==> config.mk <==
export PLATFORM = sky130hd
export DESIGN_NAME = lane_mem
export DESIGN_NICKNAME = d
export VERILOG_FILES = /design/src/rtl/lane_mem_pkg.sv /design/src/rtl/lane_mem_ctrl.sv /design/src/rtl/lane_mem_dp.sv /design/src/rtl/lane_mem.sv
export SDC_FILE = /design/constraint.sdc
export NUM_CORES = 1
export LEC_CHECK = 0
export BUFFER_PORTS_ARGS = -buffer_cell sky130_fd_sc_hd__buf_2
export CORE_MARGIN = 2
export CORE_UTILIZATION = 40
export CTS_CLUSTER_DIAMETER = 100
export DETAILED_ROUTE_END_ITERATION = 16
export SYNTH_ARGS = -nofsm -noshare
export SYNTH_HDL_FRONTEND = slang
export SYNTH_SLANG_ARGS = --single-unit
==> constraint.sdc <==
create_clock -name clk -period 2.6 [get_ports clk]
set_clock_uncertainty 0.15 [all_clocks]
set_input_delay 0 -clock clk [delete_from_list [all_inputs] [get_ports clk]]
set_output_delay 0 -clock clk [all_outputs]
set_load 0.01 [all_outputs]
==> src/rtl/lane_mem_pkg.sv <==
package lane_mem_pkg;
  localparam int BYTE_W    = 8;
  localparam int LANES     = 4;
  localparam int WORD_W    = BYTE_W * LANES;
  localparam int LANE_BITS = $clog2(LANES);

  typedef struct packed {
    logic             wrEn;      // storage write this cycle
    logic [LANES-1:0] laneMask;  // lanes written
    logic             wrByte;    // write data comes from low byte
    logic             rdEn;      // load read register with data
    logic             rdClear;   // load read register with zero
    logic             rdByte;    // read returns one lane
    logic [LANE_BITS-1:0] rdLane;
    logic             fault;     // misaligned word request
  } memStrobe_t;
endpackage

==> src/rtl/lane_mem_ctrl.sv <==
module lane_mem_ctrl
  import lane_mem_pkg::*;
(
  input  logic                 reqValid,
  input  logic                 reqWrite,
  input  logic                 reqWord,
  input  logic [LANE_BITS-1:0] offset,
  input  logic                 bigEndian,
  output memStrobe_t           strobe
);
  logic [LANE_BITS-1:0] lane;
  logic                 misaligned;
  logic [LANES-1:0]     maskV;

  assign lane       = bigEndian ? (LANE_BITS'(LANES - 1) - offset) : offset;
  assign misaligned = reqWord && (offset != '0);

  for (genvar l = 0; l < LANES; l++) begin : gMask
    assign maskV[l] = reqWord || (lane == LANE_BITS'(l));
  end

  always_comb begin
    strobe          = '0;
    strobe.fault    = reqValid && misaligned;
    strobe.wrEn     = reqValid && reqWrite && !misaligned;
    strobe.laneMask = maskV;
    strobe.wrByte   = !reqWord;
    strobe.rdEn     = reqValid && !reqWrite && !misaligned;
    strobe.rdClear  = reqValid && !reqWrite && misaligned;
    strobe.rdByte   = !reqWord;
    strobe.rdLane   = lane;
  end
endmodule

==> src/rtl/lane_mem_dp.sv <==
module lane_mem_dp
  import lane_mem_pkg::*;
#(
  parameter int MEM_WORDS = 32,
  localparam int IDX_W    = $clog2(MEM_WORDS)
) (
  input  logic              clk,
  input  logic              rstN,
  input  logic [IDX_W-1:0]  wordIdx,
  input  logic [WORD_W-1:0] wrData,
  input  memStrobe_t        strobe,
  output logic [WORD_W-1:0] rdData,
  output logic              alignErr
);
  logic [WORD_W-1:0] rdWord;
  logic [BYTE_W-1:0] rdSel;

  for (genvar l = 0; l < LANES; l++) begin : gLane
    logic [BYTE_W-1:0] cells [MEM_WORDS];
    logic [BYTE_W-1:0] laneIn;

    assign laneIn = strobe.wrByte ? wrData[BYTE_W-1:0] : wrData[BYTE_W*l +: BYTE_W];

    always_ff @(posedge clk) begin
      if (strobe.wrEn && strobe.laneMask[l]) cells[wordIdx] <= laneIn;
    end

    assign rdWord[BYTE_W*l +: BYTE_W] = cells[wordIdx];
  end

  assign rdSel = rdWord[BYTE_W*strobe.rdLane +: BYTE_W];

  always_ff @(posedge clk) begin
    if (!rstN) begin
      rdData   <= '0;
      alignErr <= 1'b0;
    end else begin
      alignErr <= strobe.fault;
      if (strobe.rdEn)
        rdData <= strobe.rdByte ? {{(WORD_W-BYTE_W){1'b0}}, rdSel} : rdWord;
      else if (strobe.rdClear)
        rdData <= '0;
    end
  end
endmodule

==> src/rtl/lane_mem.sv <==
module lane_mem
  import lane_mem_pkg::*;
#(
  parameter int ADDR_W    = 8,
  parameter int MEM_WORDS = 32
) (
  input  logic              clk,
  input  logic              rstN,
  input  logic              reqValid,
  input  logic              reqWrite,
  input  logic              reqWord,
  input  logic [ADDR_W-1:0] reqAddr,
  input  logic [31:0]       wrData,
  input  logic              bigEndian,
  output logic [31:0]       rdData,
  output logic              alignErr
);
  localparam int IDX_W = $clog2(MEM_WORDS);

  memStrobe_t       strobe;
  logic [IDX_W-1:0] wordIdx;
  logic             unusedHiBits;

  assign wordIdx      = reqAddr[IDX_W+LANE_BITS-1:LANE_BITS];
  assign unusedHiBits = &{1'b0, reqAddr[ADDR_W-1:IDX_W+LANE_BITS]};

  lane_mem_ctrl u_ctrl (
    .reqValid (reqValid),
    .reqWrite (reqWrite),
    .reqWord  (reqWord),
    .offset   (reqAddr[LANE_BITS-1:0]),
    .bigEndian(bigEndian),
    .strobe   (strobe)
  );

  lane_mem_dp #(.MEM_WORDS(MEM_WORDS)) u_dp (
    .clk     (clk),
    .rstN    (rstN),
    .wordIdx (wordIdx),
    .wrData  (wrData),
    .strobe  (strobe),
    .rdData  (rdData),
    .alignErr(alignErr)
  );
endmodule

==> flow_metrics.tcl, run 1 <==
set metrics [dict create \
    antenna_found_initial 2 \
    max_freq_mhz 392.6 \
    final_util_pct 48.72 \
    fin_ws_ns 0.05311 \
    post_drt_wl_per_cell_um 27.13 \
    ir_worst_vdd_mv 0.5570 \
    start_util_pct 40.40 \
    slew-limit-headroom_pct 28.45 \
    io_buffers 77 \
    synth.cell_area_sq_um 41170 \
    swShare_pct 21.17 \
    viasPerCell 5.612 \
    cts_sinks 1057 \
    cts_buffer_depth 3 \
    p_seq_share_pct 51.0 \
    hp-class "in2reg" \
    final_hold_viol_count 0 \
    finalInstanceArea_sq_um 49640 \
    wl_mm 114.4 \
    synth_flop_cell "edfxtp_1" \
    syn_avg_cell_area_sq_um 17.67 \
    tightest_slew_ns 1.069 \
    synth_top_family_by_area "multiplexers" \
    dp_hpwl_mm 77.71 \
    htreeDepth 3 \
    crit_path_start_kind "register" \
    synth_xor_area_share_pct 0 \
    ant_nets 0 \
    grt_pass1_vias 23410 \
    clk_latency_ns 0.69 \
    p_sw_mw 7.821 \
    intPower_mw 29.12 \
    setup_viol 0 \
    pwr_density_cell_nw_per_um2 744.2 \
    status "finished, final reports clean" \
    hold-worst-slack_ns 0.09030 \
    gp_congestion 0.8932 \
    layout_common_cells "edfxtp_1 (1024), mux2i_1 (384), buf_4 (319)" \
    cts_tree "built" \
    seq_area_frac_synth_pct 76.30 \
    critical_path_peak_fanout 2 \
    track_usage_pct 21.32 \
    async_flop_share_pct 0 \
    dpl_cell_area_sq_um 45450 \
    synth.distinct_cells 39 \
    pwr-share-clk_pct 43.4 \
    postSynthCellCount 2330 \
    synth_fa_ha_area_share_pct 0 \
    grt_overflow 0 \
    synth-compound-area-share_pct 4.690 \
    drtIter0Drc 2952 \
    rows 117 \
    vias 23680 \
    critical_path_arrival_ns 2.96 \
    leakage_nw 17.20 \
    rsz0062_at_grt "false" \
    dr.pass1.iters 6 \
    clk_pin_slew_ns 0.06 \
    synth_simple_gate_area_share_pct 4.477 \
    fin_nets 2802 \
    tns_ns 0 \
    finalCriticalPeriod_ns 2.547 \
    cts_buffers 108 \
    grt_pass1_wl_mm 163.6 \
    die_area_sq_um 105500 \
    cts_root_buffer "clkbuf_16" \
    die_y_um 324.8 \
    critPathKind "reg2reg" \
    drcViolationCount 0 \
    layout-drive-gt1-share_pct 23.19 \
    finalMaxSlewViolations 0 \
    post-cts-setup-buffers 0 \
    dieWidth_um 324.8 \
    cp-end-kind "register" \
    syn_to_final_growth_pct 20.58 \
    dp_slack_ns -0.3958 \
    cap_viol_max_count 0 \
    synth_seq_cells 1057 \
    core_area_sq_um 101900 \
    grt_max_degree 34 \
    muxShareOfSynthArea_pct 12.84 \
    pwr-share-comb_pct 5.6 \
    layout_commonest_cell "edfxtp_1" \
    synth_nets 2376 \
    io_pins 79 \
    yosys_warnings 0 \
    finalCritPeriodShare_pct 97.96 \
    cp.required_ns 3.02 \
    synth-edff-count 1024 \
]
-- critical path: stages (launching register included) --
cell and delay, ns:
edfxtp_1 0.36, mux2i_1 0.14, o22ai_1 0.17, nor4_1 0.80, buf_4 0.25, a22oi_1 0.08
o21ai_1 0.18, buf_4 0.21, nand2_1 0.07
-- metal layers --
metal / track usage [%] / part of all wire, %
met2: 32.33 / 45
met3: 4.708 / 9.5
met5: 0 / 0.011
met1: 30.88 / 43
met4: 6.260 / 2.7
-- synthesized netlist by cell type (3+ instances only) --
master	number	share of area, %
a21oi_1	4	0.049
a222oi_1	7	0.17
a22oi_1	71	1.3
and2_1	3	0.046
buf_1	6	0.055
buf_2	84	1.0
buf_6	5	0.14
clkbuf_1	52	0.47
dfxtp_1	33	1.6
edfxtp_1	1024	75
mux2i_1	384	9.3
mux4_2	64	3.5
nand2_1	116	1.1
nand2b_1	10	0.15
nand3_1	4	0.049
nand4_1	10	0.15
nand4b_1	3	0.064
nand4bb_1	6	0.16
nor2_1	138	1.3
nor2b_1	30	0.46
nor3_1	3	0.036
nor3b_1	3	0.055
nor4_1	48	0.73
o21ai_0	3	0.036
o21ai_1	7	0.085
o22ai_1	192	2.9
or4b_1	4	0.097
-- metrics by stage --
stage,power (mW),instances
2_1_floorplan,20.19,2330
5_1_grt,37.94,4218
6_report,36.94,4219
4_1_cts,37.13,4218
3_5_place_dp,21.20,3970
3_3_place_gp,21.16,3970
-- registers in the layout, indices dropped and copies added, names as in the netlist --
register,count
u_dp.rdData,32
u_dp.gLane.cells,1024
u_dp.alignErr,1
-- timing repair --
item | CTS | global route
hold buffers | 44 | 0
gates resized for setup | 0 | 3
hold endpoints to repair | 1045 | 0
endpoints found under the setup margin | 0 | 3
-- cells by family after synthesis --
family / after synthesis
buf+inv: 148
mux: 448
flops: 1057
compound gates: 291
simple gates: 386
-- path summary, 6_finish.rpt --
check | slack [ns] | startpoint | depth (start not counted) | end
worst min-delay path | 0.09 | reqAddr[1] | 3 | u_dp.rdData[7]$_SDFFE_PN0P_
worst min register to register | 0.40 | u_dp.rdData[20]$_SDFFE_PN0P_ | 2 | u_dp.rdData[20]$_SDFFE_PN0P_
worst max register to register | 0.05 | u_dp.gLane[1].cells[12][0]$_DFFE_PP_ | 8 | u_dp.rdData[0]$_SDFFE_PN0P_
worst max-delay path | 0.05 | u_dp.gLane[1].cells[12][0]$_DFFE_PP_ | 8 | u_dp.rdData[0]$_SDFFE_PN0P_
-- cell type report --
class	instances	area (sq um)
clock inverters	71	769.5
diodes	1	2.502
well taps	1368	1712
repair buffers	463	3711
fillers	8452	52250
clock buffers	133	2954
multi-input cells	1125	9076
inverters	1	3.754
flip-flops and latches	1057	31410
-- power groups by stage --
stage | Combinational, mW | Clock (mW) | Sequential, mW
2_1_floorplan | 0.994 | 0 | 19.2
3_3_place_gp | 1.97 | 0 | 19.2
3_5_place_dp | 2.00 | 0 | 19.2
4_1_cts | 2.06 | 16.2 | 18.8
5_1_grt | 2.18 | 16.9 | 18.8
6_report | 2.08 | 16.0 | 18.8
Power figures use the tool's default switching activity.
==> run 2: changes to the inputs <==
Settings changed: BUFFER_PORTS_ARGS -buffer_cell sky130_fd_sc_hd__buf_2 to -buffer_cell sky130_fd_sc_hd__buf_4.
==> run 2 against run 1 <==
- the flow now finishes with violations (setup timing)
- clock-buffer cell count rose by 3
- combinational power about the same
- wire length is 0.44% higher
- non-clock buffer count fell by 39
- worst hold slack gained 0.036 ns
- critical path depth fell by 3
- core utilization is 0.57 points lower
- first-iteration DRC count increased by 5.8%
- sequential share of layout area grew 0.75 points
- die area stayed put
- register-to-register slack worse by 0.22 ns
- sequential cell count unchanged
- critical path type unchanged
- critical endpoint is now u_dp.rdData[4]$_SDFFE_PN0P_
- highest routed layer unchanged
==> flow_metrics.tcl, run 2 (same netlist as run 1, synthesis figures left out) <==
set metrics [dict create \
    cp-end-kind "register" \
    slew-limit-headroom_pct 22.32 \
    violations "setup timing" \
    critPathKind "reg2reg" \
    dp_slack_ns -0.3429 \
    status "finished, violations left" \
    largest_reg_flops 1024 \
    max_flop_register "u_dp.gLane.cells" \
    grt_max_degree 37 \
    io_pins 79 \
    layout-drive-gt1-share_pct 21.43 \
    swShare_pct 21.83 \
    fin_ws_ns -0.1707 \
    drtIter0Drc 3123 \
    rsz0062_at_grt "true" \
    fin_nets 2761 \
    grt_pass1_wl_mm 164.3 \
    pwr_density_cell_nw_per_um2 712.2 \
    core_area_sq_um 101900 \
    reg2regPathDepth 5 \
    intPower_mw 27.31 \
    tightest_slew_ns 1.165 \
    drcViolationCount 0 \
    ir_worst_vdd_mv 0.5168 \
    track_usage_pct 21.41 \
    cts_buffer_depth 3 \
    finalCriticalPeriod_ns 2.771 \
    cts_sinks 1057 \
    min_path_cells 5 \
    htreeDepth 3 \
    critical_path_peak_fanout 1 \
    pwr-share-comb_pct 6.0 \
    biggestRegsByFlops "u_dp.gLane.cells: 1024 flops, u_dp.rdData: 32 flops, u_dp.alignErr: 1 flops" \
    vias 23630 \
    hp-class "in2reg" \
    p_sw_mw 7.628 \
    die_area_sq_um 105500 \
    crit_path_start_kind "register" \
    clk_latency_ns 0.68 \
    critical_path_arrival_ns 3.14 \
    wl_mm 114.9 \
    clk_pin_slew_ns 0.06 \
    antenna_found_initial 6 \
    dp_hpwl_mm 78.12 \
    final_util_pct 48.15 \
    layout_commonest_cell "edfxtp_1" \
    start_util_pct 40.40 \
    cts_buffers 106 \
    cts_root_buffer "clkbuf_16" \
    ant_nets 0 \
    max_freq_mhz 360.9 \
    die_y_um 324.8 \
    cts_tree "built" \
    pwr-share-clk_pct 40.1 \
    cap_viol_max_count 0 \
    p_seq_share_pct 53.9 \
    viasPerCell 5.665 \
    finalCritPeriodShare_pct 106.6 \
    syn_to_final_growth_pct 19.17 \
    post_drt_wl_per_cell_um 27.56 \
    tns_ns -0.1707 \
    cp.required_ns 2.97 \
    leakage_nw 16.83 \
    fillers 8595 \
    final_hold_viol_count 0 \
    total_power_mw 34.94 \
    dr.pass1.iters 6 \
    grt_overflow 0 \
    grt_pass1_vias 23350 \
    gp_congestion 0.9002 \
    layout_common_cells "edfxtp_1 (1024), mux2i_1 (382), buf_4 (352)" \
    finalMaxSlewViolations 0 \
    dieWidth_um 324.8 \
    io_buffers 77 \
    rows 117 \
    setup_viol 1 \
]
run 2: changes by cell type in the layout (fill, tap and decap cells not counted), moves of 5 or more:
cell        delta
clkbuf_1      +13
clkbuf_16      -7
buf_12         +5
buf_2         -75
bufinv_16     -13
clkinvlp_4    -10
buf_4         +33
clkinv_1       +8
run 2: power by group through the flow:
stage               clock network, mW  logic (mW)  registers (mW)
CTS                              14.2        2.06            18.8
detailed placement                  0        2.00            19.2
global placement                    0        1.97            19.2
global route                     14.9        2.19            18.8
finish                           14.0        2.09            18.8
floorplan                           0       0.994            19.2
run 2: layer usage:
layer	part of all wire, %	track usage (%)	vias up	wire [um]
met5	0.022	0	-	25
met1	43	30.63	12190	49350
li1	-	-	10140	-
met4	2.6	6.371	4	2940
met3	10	5.911	170	11460
met2	45	31.93	1128	51160
run 2: final timing paths:
kind                                        start                                   end  slack (ns)
max          u_dp.gLane[0].cells[23][4]$_DFFE_PP_           u_dp.rdData[4]$_SDFFE_PN0P_       -0.17
min                                    reqAddr[5]  u_dp.gLane[3].cells[11][7]$_DFFE_PP_        0.13
max reg2reg  u_dp.gLane[0].cells[23][4]$_DFFE_PP_           u_dp.rdData[4]$_SDFFE_PN0P_       -0.17
min reg2reg          u_dp.rdData[12]$_SDFFE_PN0P_          u_dp.rdData[12]$_SDFFE_PN0P_        0.40
run 2: per-stage QoR:
step | hold WS (ns) | instance area, sq um | cells
4_1_cts | 0.04715 | 49000 | 4167
3_5_place_dp | 0.1616 | 45440 | 3933
2_1_floorplan | -0.05113 | 41170 | 2330
3_3_place_gp | 0.1597 | 45440 | 3933
5_1_grt | 0.1002 | 49050 | 4168
6_report | 0.1265 | 49060 | 4171
run 2: final cells by class:
type | count | area, sq um | share of cell area [%]
Antenna cell | 3 | 7.507 | 0.01530
Inverter | 1 | 3.754 | 0.007651
Sequential cell | 1057 | 31410 | 64.03
Clock inverter | 57 | 365.4 | 0.7447
Multi-Input combinational cell | 1125 | 9105 | 18.56
Tap cell | 1368 | 1712 | 3.489
Clock buffer | 136 | 2786 | 5.680
Timing Repair Buffer | 424 | 3669 | 7.478
run 2: worst max-delay path, cell delays in order, from the launching register on:
cell      delay [ns]
edfxtp_1        0.38
mux4_2          0.48
a22oi_1         0.34
nand4_1         0.20
a222oi_1        0.93
nand2_1         0.13
run 2: timing repair:
item / 4_1_cts / 5_1_grt
gates resized for setup: 0 / 9
endpoints found under the setup margin: 0 / 3
hold buffers: 41 / 0
hold endpoints to repair: 1025 / 0
setup buffers: 0 / 1
